### src/rtl/duoArbPkg.sv
package duoArbPkg;
  // Decision handed from control to datapath each cycle
  typedef struct packed {
    logic issue;   // some client is granted next cycle
    logic winner;  // index of that client
  } arbStrobe_t;
endpackage

### src/rtl/duoArbCtrl.sv
module duoArbCtrl
  import duoArbPkg::*;
(
  input  logic       clk,
  input  logic       rst,
  input  logic [1:0] reqIn,
  output arbStrobe_t strobe
);
  // lastWin: index of the most recently granted client
  logic lastWin;
  logic pick;

  always_comb begin
    unique case (reqIn)
      2'b01:   pick = 1'b0;
      2'b10:   pick = 1'b1;
      2'b11:   pick = ~lastWin;
      default: pick = lastWin;
    endcase
    strobe.issue  = |reqIn;
    strobe.winner = pick;
  end

  // Reset to 1 so that client 0 wins the first contention
  always_ff @(posedge clk) begin
    if (rst)               lastWin <= 1'b1;
    else if (strobe.issue) lastWin <= strobe.winner;
  end
endmodule

### src/rtl/duoArbDatapath.sv
module duoArbDatapath
  import duoArbPkg::*;
#(
  parameter int CNT_W = 2
) (
  input  logic                  clk,
  input  logic                  rst,
  input  logic [1:0]            reqIn,
  input  arbStrobe_t            strobe,
  output logic [1:0]            gntQ,
  output logic [1:0][CNT_W-1:0] cntQ
);
  localparam logic [CNT_W-1:0] CNT_MAX = '1;

  for (genvar c = 0; c < 2; c++) begin : gClient
    localparam int OTHER = 1 - c;

    always_ff @(posedge clk) begin
      if (rst) gntQ[c] <= 1'b0;
      else     gntQ[c] <= strobe.issue && (strobe.winner == 1'(c));
    end

    always_ff @(posedge clk) begin
      if (rst)                        cntQ[c] <= '0;
      else if (!reqIn[c] || gntQ[c])  cntQ[c] <= '0;
      else if (gntQ[OTHER] && cntQ[c] != CNT_MAX)
                                      cntQ[c] <= cntQ[c] + 1'b1;
    end
  end
endmodule

### src/rtl/duoFairArb.sv
module duoFairArb
  import duoArbPkg::*;
#(
  parameter int CNT_W = 2
) (
  input  logic             clk,
  input  logic             rst,
  input  logic [1:0]       reqIn,
  output logic [1:0]       gntOut,
  output logic [CNT_W-1:0] waitCnt0,
  output logic [CNT_W-1:0] waitCnt1
);
  arbStrobe_t            strobe;
  logic [1:0][CNT_W-1:0] cntQ;

  duoArbCtrl uCtrl (
    .clk    (clk),
    .rst    (rst),
    .reqIn  (reqIn),
    .strobe (strobe)
  );

  duoArbDatapath #(.CNT_W(CNT_W)) uData (
    .clk    (clk),
    .rst    (rst),
    .reqIn  (reqIn),
    .strobe (strobe),
    .gntQ   (gntOut),
    .cntQ   (cntQ)
  );

  assign waitCnt0 = cntQ[0];
  assign waitCnt1 = cntQ[1];
endmodule

### config.mk
export PLATFORM = sky130hd
export DESIGN_NAME = duoFairArb
export DESIGN_NICKNAME = d
export VERILOG_FILES = /design/src/rtl/duoArbPkg.sv /design/src/rtl/duoArbCtrl.sv /design/src/rtl/duoArbDatapath.sv /design/src/rtl/duoFairArb.sv
export SDC_FILE = /design/constraint.sdc
export NUM_CORES = 1
export LEC_CHECK = 0
export BUFFER_PORTS_ARGS = -buffer_cell sky130_fd_sc_hd__buf_2
export CELL_PAD_IN_SITES_DETAIL_PLACEMENT = 2
export CELL_PAD_IN_SITES_GLOBAL_PLACEMENT = 2
export CORE_AREA = 2 2 39 41
export DETAILED_ROUTE_END_ITERATION = 7
export DIE_AREA = 0 0 41 43
export GPL_TIMING_DRIVEN = 0
export PLACE_DENSITY_LB_ADDON = 0.1
export REMOVE_ABC_BUFFERS = 1
export SETUP_SLACK_MARGIN = 0.2
export SYNTH_ARGS = -nofsm -noshare
export SYNTH_HDL_FRONTEND = slang
export SYNTH_SLANG_ARGS = --single-unit
### constraint.sdc
create_clock -name clk -period 2.55 [get_ports clk]
set_clock_uncertainty 0.05 [all_clocks]
set_input_delay 0.51 -clock clk [delete_from_list [all_inputs] [get_ports clk]]
set_output_delay 0.51 -clock clk [all_outputs]
set_load 0.005 [all_outputs]
==> out/results.txt, run 1 <==
Summed negative setup slack over all endpoints: 0 ns. The number of buffers inserted for hold repair after clock tree synthesis came out at 0. The fraction of registers with async set/reset works out to 0. The run gives 0 as the max capacitance violation total. The total overflow left after global routing is 0. Measured along the y axis, the die boundary spans 43 um. Entering global routing, the biggest net connects 5 pins.

The total buffers and inverters traversed by the critical path came out at 1. The area of the core region came out at 0.00138 mm2. The layout cell share with drive strength beyond 1 came out at 0.333.

The first global-routing pass estimated 1120 um of wire. The root buffer cell is sky130_fd_sc_hd__clkbuf_4. Critical path data required time: 1.99 ns. The worst hold-check path type was flop to flop.

For the clock latency on the worst-skew pair, the log shows 0.25 ns. Via count of the first global-routing pass: 280. Maximum count of clock buffers along a single path: 2. The post-route core utilization came out at 0.278. The signal on the critical path passes through buf_2.

VDD sags by at most 218 uV. Using the TritonRoute via totals, the vias-per-cell ratio works out to 4.28. The number of diodes added for antenna fixing was 0; the clock period minus final worst setup slack was 1.31 ns. Number of placed cells counting well taps: 54. The run gives 14 as the number of cell rows. The number of hold violations in the final report came out at 0. Startpoint-to-endpoint class of the critical path: flop to output port. Synthesis handed over a netlist of 29 instances.

Synthesis inferred 7 register bits. The logs give 0 for the number of warning messages in the yosys log and 0 for the max-slew violation count. In the final routed layout, each cell accounts on average for 11.9 um.

The mean cell area of the mapped netlist was 10.1 um2. The most used flip-flop cell after synthesis is sky130_fd_sc_hd__dfxtp_1. For the global placement routability congestion, the log shows 0.643. The logs give 0.104 for the global-route total usage across every layer and 0.00176 mm2 for the area of the die. Based on the critical path, the design can be clocked at up to 762 MHz. The run finished with clean final reports.

The run gives 0 as the post-CTS setup repair buffer count. CTS saw 7 sinks. The initial standard-cell utilization of the core is 0.212, and the final clock period utilization by the worst path is 0.515.

For the wire length reported by the detailed router, the log shows 691 um. The tools report the number of antenna violations at the first check in global routing as 0. Area added between synthesis and finish: 31.2%. First-pass iteration count of the detailed router: 1. Violation count after the first detailed-route iteration: 0. TritonCTS built the clock tree.

STA classifies the critical path endpoint as an output port. The number of different library cells used by synthesis comes to 14. For the pin with the worst max-slew slack, the measured transition is 0.266 ns.

For this run, the slowest stage of the critical path takes 0.37 ns. The sequential fraction of the synthesis area was 0.479; the cell area after synthesis was 293 um2. In the routed design, unresolved DRC markers number 0. For the worst slew margin relative to its limit, the log shows 0.821. For the number of cells in the finished layout apart from fillers, the log shows 58. In this run the worst path has a maximum fanout of 3. 10 I/O pins were placed. The x dimension of the die was 41 um. Number of nets in the final layout: 49. Setup violations remaining at the end of the flow were counted as 0.

In this run, synthesis inferred 0 flip-flops with an integrated enable. The number of buffers inserted during clock tree synthesis came out at 3. At the worst endpoint, the arrival time is 0.75 ns.

Among cell families on the critical path, the largest total delay comes from flip-flops. The kind of start point of the critical path is a flop. The slowest stage of the critical path is the sky130_fd_sc_hd__dfxtp_1 cell. The final route contains 248 vias. Setup repair after global routing left no endpoint under its margin. The count of nets left with antenna violations once routing finished came out at 0.

The clock-pin slew reported for the worst setup and hold paths after clock tree synthesis came out at 0.05 ns. For this design the ratio of total power to cell area is 628 mW/mm2. The logs give 1 for the maximum level of the CTS H-tree and 0.000196 uW for the leakage power. During placement, the flow inserted port buffers numbering 9. Post-CTS repair changed the size of 0 cells.
sequential cells by signal, summed over array words and instances, names as in the netlist:
| register | count |
|---|---|
| uCtrl.lastWin | 1 |
| uData.cntQ | 4 |
| uData.gntQ | 2 |
worst register-to-register path, cell delays in order (launching register included):
cell and delay, ns:
sky130_fd_sc_hd__dfxtp_1 0.33, sky130_fd_sc_hd__ha_1 0.20, sky130_fd_sc_hd__and2b_1 0.24, sky130_fd_sc_hd__mux2i_1 0.20
sky130_fd_sc_hd__nor2_1 0.06
cell families (layout without fill, tap and decap cells):
group,Yosys count,in the layout,share of synthesized area
AOI/OAI and AO/OA,3,3,0.0683
DFF,7,7,0.479
adders and majority gates,2,2,0.0855
and+or+nand+nor,12,12,0.227
muxes,2,2,0.0684
xor gates and xnor gates,2,2,0.0598
buffers and inverters,1,14,0.0128
final cells by class:
cell class              instances  area (um2)
multi-input cells              21         149
clock buffers                   4        26.3
fillers                       177        1000
flip-flops and latches          7         140
inverters                       1        3.75
well taps                      16        20.0
repair buffers                  9        45.0
metrics by stage:
step | hold WS [ns] | instance area [um2] | total power (uW) | worst slack [ns]
after global placement | 0.391 | 358 | 140 | 1.33
final | 0.420 | 384 | 241 | 1.24
after global routing | 0.437 | 384 | 259 | 1.19
after detailed placement | 0.413 | 358 | 142 | 1.31
after CTS | 0.420 | 384 | 249 | 1.21
after floorplan | 0.369 | 293 | 132 | 1.44
power by group:
part / internal (uW) / switching (uW) / total, uW
Sequential: 114 / 3.20 / 117
Clock: 59.8 / 41.9 / 102
Combinational: 11.4 / 11.3 / 22.7
Total: 185 / 56.4 / 241
cells in the final DEF, fill, tap and decap left out, types with 2 or more instances in the layout:
cell,Yosys,final
sky130_fd_sc_hd__buf_2,0,9
sky130_fd_sc_hd__clkbuf_4,0,3
sky130_fd_sc_hd__dfxtp_1,7,7
sky130_fd_sc_hd__ha_1,2,2
sky130_fd_sc_hd__mux2i_1,2,2
sky130_fd_sc_hd__nand2_1,3,3
sky130_fd_sc_hd__nor2_1,5,5
sky130_fd_sc_hd__xnor2_1,2,2
metal layers:
metal / up-vias / part of all wire / global-route usage
met3: 2 / 0.074 / 0.0524
met5: - / 0 / 0
li1: 119 / - / -
met2: 9 / 0.53 / 0.172
met1: 118 / 0.37 / 0.0865
met4: 0 / 0.020 / 0.0800
worst paths after layout:
kind	from	cells after the start	slack (ns)	to
hold / removal	uCtrl.lastWin	1	0.42	uData.gntQ[1]
setup reg to reg	uData.cntQ[0]	4	1.37	uData.cntQ[1]
hold reg to reg	uCtrl.lastWin	1	0.42	uData.gntQ[1]
setup / recovery	uData.cntQ[0]	1	1.24	waitCnt0[0]
synthesized netlist by cell type (all sizes together), types with 2 or more instances:
cell type  count  share of area
xnor2          2          0.060
dfxtp          7           0.48
nand2          3          0.038
nor2           5          0.064
mux2i          2          0.068
ha             2          0.085
Power figures use the tool's default switching activity.
==> inputs of run 2 (changes only) <==
==> constraint.sdc (replaced) <==
create_clock -name clk -period 1.3 [get_ports clk]
set_clock_uncertainty 0.05 [all_clocks]
set_input_delay 0.26 -clock clk [delete_from_list [all_inputs] [get_ports clk]]
set_output_delay 0.26 -clock clk [all_outputs]
set_load 0.005 [all_outputs]
==> run 2 against run 1 <==
Routed wire length up 5.6%. Count of clock-buffer cells in the layout unchanged. Global-route usage up 0.70 points. Largest cell class unchanged. Highest routed layer unchanged. Sequential power up 97%. Register-to-register slack worse by 1.2 ns. First-iteration DRC count unchanged.
==> out/results.txt, run 2 (same netlist as run 1, synthesis figures left out) <==
The flow ran to the end, and the final reports show no timing, DRC or antenna violations. Leaving out fill and tap cells, the most frequent cell in the layout is sky130_fd_sc_hd__buf_2. The x dimension of the die was 41 um (unchanged).

The area of the core region was 0.00138 mm2 (unchanged); the summed negative setup slack over all endpoints was 0 ns (unchanged). The count of buffers inserted at the top-level ports came out at 9 (unchanged). The number of top-level pins was 10 (unchanged); the global placement routability congestion was 0.643 (unchanged).

The max capacitance violation total was 0 (unchanged); the number of hold violations in the final report was 0 (unchanged). The setup path with the least slack is of type flop to flop. The worst setup path is launched from a flop. The register share of total power came out at 0.474 (-0.010). The worst slew margin relative to its limit came out at 0.819 (-0.00164). The number of antenna violations at the first check in global routing is 0 (unchanged).

Internal power contribution: 371 uW (+100%). The depth of the worst register-to-register path works out to 4 (unchanged). The pin count of the biggest net entering global routing was 5 (unchanged); the data arrival at the endpoint of the critical path was 1.23 ns (+0.48 ns). In this run the most critical hold path is launched from rst. The global-route total usage across every layer is 0.111 (+0.00702), and the number of diodes added for antenna fixing is 0 (unchanged). Wire length reported by the detailed router: 730 um (+5.6%). The logs give 0.000219 uW (+11%) for the leakage power and 0 (unchanged) for the overflow left after global routing.

The root buffer cell is sky130_fd_sc_hd__clkbuf_4. Combinational power share: 0.113 (+0.019). The tools report the clock latency on the worst-skew pair as 0.25 ns (about the same).

The tools report the wire length of the first global-routing pass as 1210 um (+8.0%). The detailed-route vias per instance was 4.26 (-0.42%); the final number of setup-violating endpoints was 0 (unchanged). The run gives 114 uW (+100%) as the switching power. The run gives 2 (unchanged) as the maximum count of clock buffers along a single path. The remaining number of nets flagged by the antenna check after routing came out at 0 (unchanged). Based on the critical path, the design can be clocked at up to 876 MHz. The slew of the pin with the lowest slew margin was 0.269 ns (+0.00244 ns). Top register by number of flip-flops: uData.cntQ. The height of the die is 43 um (unchanged).

For hold timing, the worst endpoint is uCtrl.lastWin. The violation count after the first detailed-route iteration was 0 (unchanged); the via count of the first global-routing pass was 308 (+10%). The final design instance area without fill was 453 um2 (+18%). The per-cell routed wire length is 11.8 um (-1.2%), and the clock sink total is 7 (unchanged). The first-pass iteration count of the detailed router was 1 (unchanged).

The logs give 1.39 ns (-0.60 ns) for the critical path data required time and 264 (+6.5%) for the total via count after detailed routing. Setup repair after global routing could not meet its margin everywhere. Total power density per cell area: 1070 mW/mm2 (+70%).

The largest registers in the layout are uData.cntQ x4, uData.gntQ x2, uCtrl.lastWin x1. The clock period minus final worst setup slack was 1.14 ns; the flip-flop count of the largest register after layout was 4 (unchanged). Proportion of total power due to net switching: 0.235 (+0.00112).

Area added between synthesis and finish: 54.7%. Area of the die: 0.00176 mm2 (unchanged). The endpoint identified for the worst register-to-register timing path is uData.cntQ[1].

The register-to-register setup slack is 0.16 ns (-1.21 ns), and the total DRC errors in the routed layout is 0 (unchanged). The final clock period utilization by the worst path was 0.878. Leaving out fill and tap cells, the most frequent cells in the layout are 7 x sky130_fd_sc_hd__buf_2, 5 x sky130_fd_sc_hd__nor2_1, 4 x sky130_fd_sc_hd__dfxtp_1. The number of cell rows was 14 (unchanged); the number of buffers inserted during clock tree synthesis was 3 (unchanged). The largest vdd supply drop came out at 430 uV (+97%).

TritonCTS built the clock tree. Highest fanout seen on the critical path: 2 (-1). The path class of the tightest hold or removal check is primary input to flop. The endpoint type of the worst setup path is a flop. The number of nets in the final layout came out at 53 (+8.2%). The number of instances on the worst hold path is 3 (+2), and the clock network power share is 0.414 (-0.008).

The run gives 0 (unchanged) as the max-slew violation count. The logs give 0.212 (unchanged) for the initial standard-cell utilization of the core and 358 um2 (unchanged) for the post-placement cell area. The layout cell share with drive strength beyond 1 came out at 0.543 (+0.210). The clock-pin slew reported for the worst setup and hold paths after clock tree synthesis was 0.05 ns (about the same); the maximum level of the CTS H-tree was 1 (unchanged).

In this run the critical register-to-register path is launched from uData.cntQ[0].
==> run 2: cell types whose count changed in the layout (fill, tap and decap cells not counted) <==
cell / delta
sky130_fd_sc_hd__and2b_1: -1
sky130_fd_sc_hd__and2b_2: +1
sky130_fd_sc_hd__buf_2: -2
sky130_fd_sc_hd__buf_4: +3
sky130_fd_sc_hd__buf_6: +3
sky130_fd_sc_hd__dfxtp_1: -3
sky130_fd_sc_hd__dfxtp_2: +3
sky130_fd_sc_hd__ha_1: -2
sky130_fd_sc_hd__ha_2: +2
sky130_fd_sc_hd__nor2b_2: -1
sky130_fd_sc_hd__nor2b_4: +1
sky130_fd_sc_hd__xnor2_1: -1
sky130_fd_sc_hd__xnor2_2: +1
==> run 2: metrics by stage <==
| stage | util | cells | total power, uW | setup slack [ns] | hold WS [ns] |
|---|---|---|---|---|---|
| floorplan | - | 29 | 258 | 0.192 | 0.301 |
| global placement | 0.259 | 54 | 275 | 0.191 | 0.391 |
| detailed placement | 0.259 | 54 | 279 | 0.114 | 0.413 |
| CTS | 0.310 | 62 | 496 | 0.152 | 0.170 |
| global route | 0.327 | 62 | 524 | 0.115 | 0.187 |
| finish | 0.327 | 62 | 485 | 0.159 | 0.184 |
==> run 2: critical path, stage by stage (launching register included) <==
cell and delay, ns:
sky130_fd_sc_hd__dfxtp_2 0.33, sky130_fd_sc_hd__ha_2 0.16, sky130_fd_sc_hd__and2b_2 0.24, sky130_fd_sc_hd__mux2i_1 0.19, sky130_fd_sc_hd__nor2_1 0.06
==> run 2: how the worst max path moves through the flow <==
stage	startpoint	end	slack, ns
4_1_cts	uData.cntQ[1]	uData.cntQ[1]	0.15
6_report	uData.cntQ[0]	uData.cntQ[1]	0.16
3_5_place_dp	uData.cntQ[0]	uData.cntQ[1]	0.11
3_3_place_gp	uData.cntQ[0]	uData.cntQ[1]	0.19
5_1_grt	uData.cntQ[1]	uData.cntQ[1]	0.11
2_1_floorplan	uData.cntQ[0]	uData.cntQ[1]	0.19
==> run 2: layout make-up <==
cell class | count | area, um2
Inverter | 1 | 3.75
Timing Repair Buffer | 13 | 91.3
Clock buffer | 4 | 26.3
Fill cell | 170 | 931
Multi-Input combinational cell | 21 | 168
Sequential cell | 7 | 144
Tap cell | 16 | 20.0
==> run 2: what timing repair did <==
item	CTS	global route
setup endpoints to repair	3	6
pin swaps	3	2
buffers inserted	4	0
hold buffers	0	0
gates resized for setup	6	5
==> run 2: metal layers <==
layer / wire length (um) / global-route usage
met4: 14 / 0.0800
met5: 0 / 0
met3: 50 / 0.0524
met2: 400 / 0.191
met1: 263 / 0.0897
==> run 2: power by group through the flow <==
stage | Combinational, uW | Sequential (uW) | Clock, uW
6_report | 54.7 | 230 | 200
5_1_grt | 62.2 | 231 | 231
4_1_cts | 52.8 | 229 | 214
3_5_place_dp | 45.2 | 234 | 0
3_3_place_gp | 42.0 | 233 | 0
2_1_floorplan | 25.2 | 233 | 0
==> inputs of run 3 (changes only) <==
--- a/config.mk
+++ b/config.mk
@@ -5,12 +5,14 @@
 export SDC_FILE = /design/constraint.sdc
 export NUM_CORES = 1
 export LEC_CHECK = 0
+export ABC_AREA = 1
 export BUFFER_PORTS_ARGS = -buffer_cell sky130_fd_sc_hd__buf_2
+export CAP_MARGIN = 20
 export CELL_PAD_IN_SITES_DETAIL_PLACEMENT = 2
 export CELL_PAD_IN_SITES_GLOBAL_PLACEMENT = 2
-export CORE_AREA = 2 2 39 41
+export CORE_MARGIN = 1.5
+export CORE_UTILIZATION = 23
 export DETAILED_ROUTE_END_ITERATION = 7
-export DIE_AREA = 0 0 41 43
 export GPL_TIMING_DRIVEN = 0
 export PLACE_DENSITY_LB_ADDON = 0.1
 export REMOVE_ABC_BUFFERS = 1
==> run 3 against run 2 <==
First-iteration DRC count stayed put. Critical path type is now flop to output port. Via count is 15% higher. Synthesized cell count is 34% higher. Combinational power is 29% lower. Non-clock buffer count is 4 lower. Critical path depth is 3 lower. Final area is 13% lower. Largest power group unchanged. Power is 3.2% lower.
==> out/results.txt, run 3 <==
The flow ran to the end, and the final reports show no timing, DRC or antenna violations. The highest fanout seen on the critical path is 5 (+3). The cell count after synthesis is 39 (+34%). The wire length reported by the detailed router is 695 um (-4.8%).

The height of the die is 39.1 um (-9.2%), and the maximum count of clock buffers along a single path is 2 (unchanged). End point of the worst hold path: uData.gntQ[0]. The tools report the number of hold violations in the final report as 0 (unchanged).

The data arrival at the endpoint of the critical path is 0.73 ns (-0.50 ns), and the detailed-placement wirelength estimate is 588 um. CTS placed an instance of sky130_fd_sc_hd__clkbuf_4 at the clock tree root. The global-route total usage across every layer came out at 0.127 (+0.0153). Number of warning messages in the yosys log: 0 (unchanged). The number of nets in the final layout came out at 59 (+11%). The number of synthesized register bits is 7 (unchanged), and the layout cell share with drive strength beyond 1 is 0.385 (-0.159). The area of the core region came out at 0.00116 mm2 (-16%).

Violation count after the first detailed-route iteration: 0 (unchanged). The top flip-flop cell by instance count after synthesis is sky130_fd_sc_hd__dfxtp_1. The tools report the final number of setup-violating endpoints as 0 (unchanged). Sorting the synthesized cells by how often they occur yields 10 x sky130_fd_sc_hd__nand2_1, 7 x sky130_fd_sc_hd__dfxtp_1, 5 x sky130_fd_sc_hd__inv_1. The largest vdd supply drop was 552 uV (+28%); the leakage power was 0.000194 uW (-11%). Sorting the synthesized cells by area gives the leading types as sky130_fd_sc_hd__dfxtp_1 47%, sky130_fd_sc_hd__nand2_1 13%, sky130_fd_sc_hd__ha_1 8.4%. The run gives 0.424 (+0.010) as the clock network power share. The kind of cell with the highest combined delay along the critical path is flip-flops. The worst register-to-register path ends at uData.cntQ[0]. The total DRC errors in the routed layout was 0 (unchanged); the number of antenna violations at the first check in global routing was 0 (unchanged). Kind of start point of the critical path: a flop.

The area of the die was 0.00153 mm2 (-13%). The startpoint-to-endpoint class of the critical path was flop to output port. The total power density per cell area came out at 1190 mW/mm2 (+12%).

The mean cell area of the mapped netlist is 7.67 um2 (-24%). The share of the synthesized area in the top cell type came out at 0.469 (-0.0100). The final clock period utilization by the worst path was 0.800 (-0.0771). The sequential fraction of the synthesis area came out at 0.469 (-0.0100). The largest registers in the layout are uData.cntQ x4, uData.gntQ x2, uCtrl.lastWin x1.

For the distinct cell type count after synthesis, the log shows 12 (-2). The final setup slack of the worst path was 0.259 ns (+0.100 ns); the wire length of the first global-routing pass was 1240 um (+2.3%). The top register by number of flip-flops is uData.cntQ. Leaving out fill and tap cells, the most frequent cells in the layout are 10 x sky130_fd_sc_hd__nand2_1, 9 x sky130_fd_sc_hd__buf_2. The count of buffers inserted at the top-level ports is 9 (unchanged), and the number of diodes added for antenna fixing is 0 (unchanged).

Remaining number of nets flagged by the antenna check after routing: 0 (unchanged). TritonCTS built the clock tree. The number of top-level pins is 10 (unchanged). The initial standard-cell utilization of the core was 0.259 (+0.0471); the switching power was 111 uW (-2.3%).

For the worst slew margin relative to its limit, the log shows 0.907 (+0.0879). The logs give 362 um2 (+1.0%) for the post-placement cell area and 335 (+8.8%) for the via count of the first global-routing pass. The global placement routability congestion is 0.671 (+4.3%), and the per-cell routed wire length is 10.5 um (-11%). The total via count after detailed routing was 304 (+15%).

Maximum level of the CTS H-tree: 1 (unchanged). The number of cell rows is 12 (-2), and the clock sink total is 7 (unchanged). The number of buffers inserted for hold repair after clock tree synthesis is 0 (unchanged). The worst setup path is captured at an output port.

The proportion of total power due to net switching was 0.237 (+0.00196). The slowest stage of the critical path belongs to the cell sky130_fd_sc_hd__dfxtp_2. The tools report the max capacitance violation total as 0 (unchanged). Max-slew violation count: 0 (unchanged).

In this run the critical register-to-register path is launched from uData.cntQ[0]. The number of flops mapped to enable cells by yosys works out to 0 (unchanged). The detailed-route vias per instance works out to 4.61 (+8.2%). Clock latency on the worst-skew pair: 0.25 ns (about the same). The synthesized design spends more area on one cell type than any other, namely sky130_fd_sc_hd__dfxtp_1. The x dimension of the die works out to 39.1 um (-4.7%). The run gives 0.340 (+0.0125) as the post-route core utilization. The number of instances on the worst hold path is 3 (unchanged).

The number of buffers inserted during clock tree synthesis was 3 (unchanged); the area added between synthesis and finish was 31.4%. The critical path's largest stage delay is 0.36 ns (+0.03 ns), and the worst setup slack before clock tree synthesis is 0.298 ns (+0.183 ns). The depth of the worst register-to-register path was 6 (+2).

The total buffers and inverters traversed by the critical path came out at 1 (+1). The worst hold path belongs to the class primary input to flop. The flip-flop count of the largest register after layout was 4 (unchanged). The tools report the overflow left after global routing as 0 (unchanged). Combinational power share: 0.083 (-0.030). The clock-pin slew reported for the worst setup and hold paths after clock tree synthesis works out to 0.05 ns (about the same). Internal power contribution: 358 uW (-3.4%). The clock period minus final worst setup slack came out at 1.04 ns (-0.100 ns). For the pin count of the biggest net entering global routing, the log shows 6 (+1). The critical path depth in cells is 1 (-3), and the cell area after synthesis is 299 um2 (+2.1%). The startpoint identified for the worst hold timing path is reqIn[0].

The tools report the first-pass iteration count of the detailed router as 1 (unchanged). Walking the worst path, the cells encountered are buf_2. The register share of total power is 0.493 (+0.019). The register-to-register setup slack was 0.32 ns (+0.16 ns). The tools report the critical path data required time as 0.99 ns (-0.40 ns). Highest clock frequency the design can meet: 961 MHz (+9.6%). Among all cell types in the netlist, the one instantiated most often is sky130_fd_sc_hd__nand2_1. Setup repair after global routing left no endpoint under its margin. The fraction of registers with async set/reset came out at 0 (unchanged). Final design instance area without fill: 393 um2 (-13%).

The run gives 0 ns (unchanged) as the summed negative setup slack over all endpoints. Leaving out fill and tap cells, the most frequent cell in the layout is sky130_fd_sc_hd__nand2_1. The slew of the pin with the lowest slew margin was 0.139 ns (-0.130 ns).
## run 3: cell count changes after synthesis, sizes merged, moves of 2 or more
cell   previous run  this run
inv               1         5
mux2i             2         0
nand2             3        11
nand3             0         4
xnor2             2         0
## run 3: how the worst max path moves through the flow
stage                       start            end
floorplan           uData.cntQ[2]  uData.cntQ[2]
global placement    uData.cntQ[2]  uData.cntQ[2]
detailed placement  uData.cntQ[0]  uData.cntQ[0]
CTS                 uData.cntQ[2]    waitCnt1[0]
global route        uData.cntQ[3]    waitCnt1[1]
finish              uData.gntQ[1]      gntOut[1]
## run 3: cell families (layout without fill, tap and decap cells)
logic type,Yosys count,after routing,synth area share
compound gates,3,3,0.0502
fa+ha+maj,2,2,0.0837
buf+inv,5,18,0.0628
flops,7,7,0.469
simple gates,22,22,0.335
## run 3: layout make-up
cell class	count	area [um2]
fill	150	763
sequential	7	145
multi-input combinational	27	140
timing repair buffer	9	45.0
clock buffer	4	26.3
inverter	5	18.8
tap	14	17.5
## run 3: metrics by stage
stage	instances	power (uW)	hold slack, ns
final	66	469	0.221
after floorplan	39	255	0.347
after global placement	62	272	0.411
after CTS	66	481	0.219
after global routing	66	501	0.233
after detailed placement	62	275	0.431
## run 3: what timing repair did
action	CTS	global route
setup endpoints to repair	2	3
pin swaps	0	0
setup buffers	0	0
resized for setup	2	3
## run 3: routing by layer
metal	GRT usage	part of all wire
met5	0	0
met4	0.103	0.039
met3	0.0347	0.050
met2	0.200	0.48
met1	0.139	0.43
## run 3: power by group through the flow
stage / clock network, uW / registers (uW) / logic [uW]
2_1_floorplan: 0 / 234 / 21.3
3_3_place_gp: 0 / 234 / 37.2
3_5_place_dp: 0 / 235 / 39.9
4_1_cts: 210 / 231 / 40.1
5_1_grt: 223 / 233 / 45.1
6_report: 199 / 231 / 38.8
